$ cat src/rtl/dcalc_pkg.sv
package dcalc_pkg;
    localparam int HALF_W = 2;
    localparam int CODE_W = 2 * HALF_W;
    localparam int OP_W   = 3;

    localparam logic [HALF_W-1:0] TV_ZERO = 2'b00;
    localparam logic [HALF_W-1:0] TV_ONE  = 2'b01;
    localparam logic [HALF_W-1:0] TV_UNK  = 2'b10;

    localparam logic [CODE_W-1:0] CODE_X = {TV_UNK, TV_UNK};

    typedef enum logic [OP_W-1:0] {
        OP_NAND  = 3'd0,
        OP_AND   = 3'd1,
        OP_OR    = 3'd2,
        OP_NOT   = 3'd3,
        OP_ISECT = 3'd4
    } dop_e;

    // Illegal 11 component is read as unknown.
    function automatic logic [HALF_W-1:0] tv_norm(input logic [HALF_W-1:0] v);
        return (v == 2'b11) ? TV_UNK : v;
    endfunction

    function automatic logic [HALF_W-1:0] tv_not(input logic [HALF_W-1:0] v);
        case (v)
            TV_ZERO: return TV_ONE;
            TV_ONE:  return TV_ZERO;
            default: return TV_UNK;
        endcase
    endfunction

    function automatic logic [HALF_W-1:0] tv_and(input logic [HALF_W-1:0] x,
                                                 input logic [HALF_W-1:0] y);
        if (x == TV_ZERO || y == TV_ZERO) return TV_ZERO;
        if (x == TV_ONE && y == TV_ONE)   return TV_ONE;
        return TV_UNK;
    endfunction
endpackage

$ cat src/rtl/dcalc_fold.sv
module dcalc_fold
    import dcalc_pkg::*;
#(
    parameter bit NINE_VALUED = 1'b1
) (
    input  logic [CODE_W-1:0] code_i,
    output logic [CODE_W-1:0] code_o
);
    logic [HALF_W-1:0] good_n;
    logic [HALF_W-1:0] bad_n;

    assign good_n = tv_norm(code_i[CODE_W-1:HALF_W]);
    assign bad_n  = tv_norm(code_i[HALF_W-1:0]);

    generate
        if (NINE_VALUED) begin : g_keep
            assign code_o = {good_n, bad_n};
        end else begin : g_collapse
            always_comb begin
                if ((good_n == TV_UNK) != (bad_n == TV_UNK)) code_o = CODE_X;
                else                                         code_o = {good_n, bad_n};
            end
        end
    endgenerate
endmodule

$ cat src/rtl/dcalc_half.sv
module dcalc_half
    import dcalc_pkg::*;
(
    input  logic [OP_W-1:0]   op_i,
    input  logic [HALF_W-1:0] x_i,
    input  logic [HALF_W-1:0] y_i,
    output logic [HALF_W-1:0] z_o,
    output logic              clash_o
);
    always_comb begin
        z_o     = TV_UNK;
        clash_o = 1'b0;
        case (op_i)
            OP_NAND: z_o = tv_not(tv_and(x_i, y_i));
            OP_AND:  z_o = tv_and(x_i, y_i);
            OP_OR:   z_o = tv_not(tv_and(tv_not(x_i), tv_not(y_i)));
            OP_NOT:  z_o = tv_not(x_i);
            OP_ISECT: begin
                if (x_i == TV_UNK)    z_o = y_i;
                else if (y_i == TV_UNK || x_i == y_i) z_o = x_i;
                else                  clash_o = 1'b1;
            end
            default: z_o = TV_UNK;
        endcase
    end
endmodule

$ cat src/rtl/dcalc_unit.sv
module dcalc_unit
    import dcalc_pkg::*;
#(
    parameter bit NINE_VALUED = 1'b1,
    parameter bit OUT_REG     = 1'b1
) (
    input  logic              clk,
    input  logic              rst_n,
    input  logic [OP_W-1:0]   op_i,
    input  logic [CODE_W-1:0] lhs_i,
    input  logic [CODE_W-1:0] rhs_i,
    output logic [CODE_W-1:0] res_o,
    output logic              clash_o
);
    localparam int NUM_HALF = CODE_W / HALF_W;

    logic [CODE_W-1:0]   lhs_f;
    logic [CODE_W-1:0]   rhs_f;
    logic [CODE_W-1:0]   raw_w;
    logic [CODE_W-1:0]   res_w;
    logic [NUM_HALF-1:0] half_clash;
    logic                clash_w;

    dcalc_fold #(.NINE_VALUED(NINE_VALUED)) u_fold_lhs (.code_i(lhs_i), .code_o(lhs_f));
    dcalc_fold #(.NINE_VALUED(NINE_VALUED)) u_fold_rhs (.code_i(rhs_i), .code_o(rhs_f));

    generate
        for (genvar h = 0; h < NUM_HALF; h++) begin : g_half
            dcalc_half u_half (
                .op_i   (op_i),
                .x_i    (lhs_f[h*HALF_W +: HALF_W]),
                .y_i    (rhs_f[h*HALF_W +: HALF_W]),
                .z_o    (raw_w[h*HALF_W +: HALF_W]),
                .clash_o(half_clash[h])
            );
        end
    endgenerate

    assign clash_w = |half_clash;

    dcalc_fold #(.NINE_VALUED(NINE_VALUED)) u_fold_res (.code_i(raw_w), .code_o(res_w));

    generate
        if (OUT_REG) begin : g_reg
            logic [CODE_W-1:0] res_q;
            logic              clash_q;
            always_ff @(posedge clk or negedge rst_n) begin
                if (!rst_n) begin
                    res_q   <= CODE_X;
                    clash_q <= 1'b0;
                end else begin
                    res_q   <= res_w;
                    clash_q <= clash_w;
                end
            end
            assign res_o   = res_q;
            assign clash_o = clash_q;
        end else begin : g_comb
            assign res_o   = res_w;
            assign clash_o = clash_w;
        end
    endgenerate
endmodule

$ cat config.mk
export PLATFORM = sky130hd
export DESIGN_NAME = dcalc_unit
export DESIGN_NICKNAME = d
export VERILOG_FILES = /design/src/rtl/dcalc_pkg.sv /design/src/rtl/dcalc_fold.sv /design/src/rtl/dcalc_half.sv /design/src/rtl/dcalc_unit.sv
export SDC_FILE = /design/constraint.sdc
export NUM_CORES = 1
export LEC_CHECK = 0
export BUFFER_PORTS_ARGS = -buffer_cell sky130_fd_sc_hd__clkbuf_2
export CAP_MARGIN = 40
export CORE_AREA = 5 5 42 44
export DETAILED_ROUTE_END_ITERATION = 16
export DIE_AREA = 0 0 47 49
export PLACE_DENSITY = 0.65
export SKIP_CTS_REPAIR_TIMING = 1
export SLEW_MARGIN = 20
export SYNTH_ARGS = -nofsm -noshare
export SYNTH_HDL_FRONTEND = slang
export SYNTH_SLANG_ARGS = --single-unit
$ cat constraint.sdc
create_clock -name clk -period 0.8 [get_ports clk]
set_input_delay 0.16 -clock clk [delete_from_list [all_inputs] [get_ports clk]]
set_output_delay 0.16 -clock clk [all_outputs]
set_load 0.03 [all_outputs]
==> impl_metrics.env <==
export IMPL_outcome="complete, but fails checks"
export IMPL_violations="setup timing"
export IMPL_final_util_pct=63.84
export IMPL_critical_path_max_stage_delay_ns=0.27
export IMPL_layout_drive_gt1_share_pct=51.89
export IMPL_path_buf_inv=1
export IMPL_drc=0
export IMPL_finalNetCount=122
export IMPL_via_count=601
export IMPL_synth_top_area_share_pct=15.23
export IMPL_netlist_area_um2=493.0
export IMPL_cts_tree="done"
export IMPL_crit_path_start_kind="primary input"
export IMPL_fin_crit_sh_pct=140.6
export IMPL_syn_area_per_cell_um2=7.825
export IMPL_synthToLayoutAreaGrowth_pct=81.47
export IMPL_critPathKind="in2reg"
export IMPL_grt_overflow=0
export IMPL_die_x_um=47
export IMPL_max_cap_violations=0
export IMPL_hpwl_um=1050
export IMPL_via_per_inst=4.926
export IMPL_drv_slew=0
export IMPL_antenna_cells=0
export IMPL_cts_max_path_buffers=2
export IMPL_max_vdd_ir_drop_uv=443.4
export IMPL_endpoint_kind="flip-flop"
export IMPL_drt_initial_drc_count=11
export IMPL_synth_largest_area_cell="dfrtp_1"
export IMPL_seq_area_frac_synth_pct=25.89
export IMPL_cpMaxStageDelayCell="ha_1"
export IMPL_cts_buffers=3
export IMPL_tightestPinTransition_ns=0.3052
export IMPL_h_tree_depth=1
export IMPL_antenna_left=0
export IMPL_core_area_um2=1401
export IMPL_setup_viol=10
export IMPL_cp_arrival_ns=1.27
export IMPL_synth_seq_cells=5
export IMPL_place_gp_congestion=0.8668
export IMPL_clk_pin_slew_ns=0.04
export IMPL_die_y_um=49
export IMPL_start_util_pct=35.18
export IMPL_path_max_fanout=2
export IMPL_cts_sinks=5
export IMPL_post_drt_wl_per_cell_um=10.74
export IMPL_path_cells="buf_6 > or2b_1 > ha_1 > nand2b_1 > nand2_1 > mux2_4 > o32ai_2"
export IMPL_grt_start_max_net_pins=8
export IMPL_grt_pass1_wl_um=1828
export IMPL_timing_final_hold_violations=0
export IMPL_synth_nets=78
export IMPL_worstPathRequired_ns=0.95
export IMPL_rows=14
export IMPL_ioPinCount=18
export IMPL_synth_cells=63
export IMPL_drt_first_pass_iters=4
export IMPL_setup_ws_ns=-0.3250
export IMPL_hp_class="in2reg"
export IMPL_grt_pass1_vias=476
export IMPL_cts_root_buf="clkbuf_4"
export IMPL_p_per_area_nw_per_um2=1127
export IMPL_leakage_nw=0.4261
export IMPL_die_area_um2=2303
export IMPL_antenna_found_initial=0
export IMPL_critPathTopFamily="simple AND/OR/NAND/NOR gates"
export IMPL_fin_crit_ns=1.125
export IMPL_fin_hold_ws_ns=0.1951
export IMPL_track_usage_pct=10.37
export IMPL_clock_fmax_ghz=0.8889
export IMPL_synth_cell_types=31
export IMPL_yosysWarningCount=0
export IMPL_io_buffers=17
export IMPL_rsz0062_at_grt="true"
export IMPL_fin_tns_setup_ns=-1.977
export IMPL_ys_top_cells_by_area="dfrtp_1, dfstp_2, nor2_1"
export IMPL_slew_headroom_pct=79.50
export IMPL_wirelength_um=1310
[worst paths after layout]
kind                       startpoint                  to  slack [ns]  depth (start not counted)
setup / recovery             rhs_i[1]  res_o[0]$_DFF_PN0_       -0.33                          7
hold / removal                op_i[2]  res_o[1]$_DFF_PN1_        0.20                          3
max in group asynchronous       rst_n  res_o[3]$_DFF_PN1_        0.32                          2
min in group asynchronous       rst_n  res_o[0]$_DFF_PN0_        0.27                          2
[where the power goes]
part	total, W	switching, W	internal [W]
sequential	0.000290	0.00000842	0.000281
clock	0.000281	0.0000936	0.000188
combinational	0.000437	0.000196	0.000241
[sequential cells by signal, summed over array words and instances, names as in the netlist]
register / flops
clash_o: 1
res_o: 4
[per-layer routing]
metal,track usage (%),wire (um),vias up
met1,13.27,518,274
met4,5.530,17,0
met5,0,0,-
met3,1.107,64,2
met2,16.29,711,13
li1,-,-,312
[synth_stat cells, drive strengths merged]
| cell | count |
|---|---|
| a221oi | 1 |
| nand4b | 1 |
| nand2b | 3 |
| a22o | 1 |
| o211ai | 2 |
| inv | 1 |
| a221o | 1 |
| mux2 | 1 |
| a21boi | 2 |
| o21a | 1 |
| nor2b | 2 |
| buf | 3 |
| ha | 2 |
| nand2 | 5 |
| dfrtp | 3 |
| nor2 | 14 |
| a21oi | 3 |
| nor3b | 1 |
| o32ai | 1 |
| or2 | 1 |
| nor3 | 5 |
| o21ai | 4 |
| dfstp | 2 |
| or4 | 1 |
| or2b | 2 |
[placed cells by master, fill, tap and decap left out, types with 2 or more instances in the layout]
master	Yosys	layout
buf_4	1	24
nor2_1	13	12
buf_6	1	10
clkbuf_2	0	7
nand2_1	5	5
nor3_1	4	4
a21oi_1	3	3
dfrtp_1	3	3
clkbuf_4	0	3
nor2b_4	0	2
o21ai_1	1	2
nand2b_1	3	2
or2b_1	2	2
o211ai_1	2	2
o21ai_0	3	2
dfstp_2	2	2
[metrics by stage]
step           area, um^2  setup WS (ns)  total power, W  std cells
2_1_floorplan       516.7        -0.5151       0.0004862         63
3_3_place_gp        745.7        -0.5226       0.0006432        114
3_5_place_dp        745.7        -0.5626       0.0006514        114
4_1_cts             772.0        -0.3120       0.0009472        118
5_1_grt             894.6        -0.4332        0.001072        122
6_report            894.6        -0.3250        0.001008        122
[cell type report]
cell class | count | area, um^2
fillers | 126 | 506.7
clock buffers | 4 | 26.28
flip-flops and latches | 5 | 127.6
multi-input cells | 54 | 379.1
well taps | 16 | 20.02
repair buffers | 42 | 337.8
inverters | 1 | 3.754
[logic make-up after synthesis]
logic type | synth area share [%]
multiplexers | 2.284
adder cells (fa/ha/maj) | 5.075
AND/OR/NAND/NOR | 37.57
AO/OA/AOI/OAI | 23.60
buffers and inverters | 5.582
flip-flops | 25.89
Power figures use the tool's default switching activity.
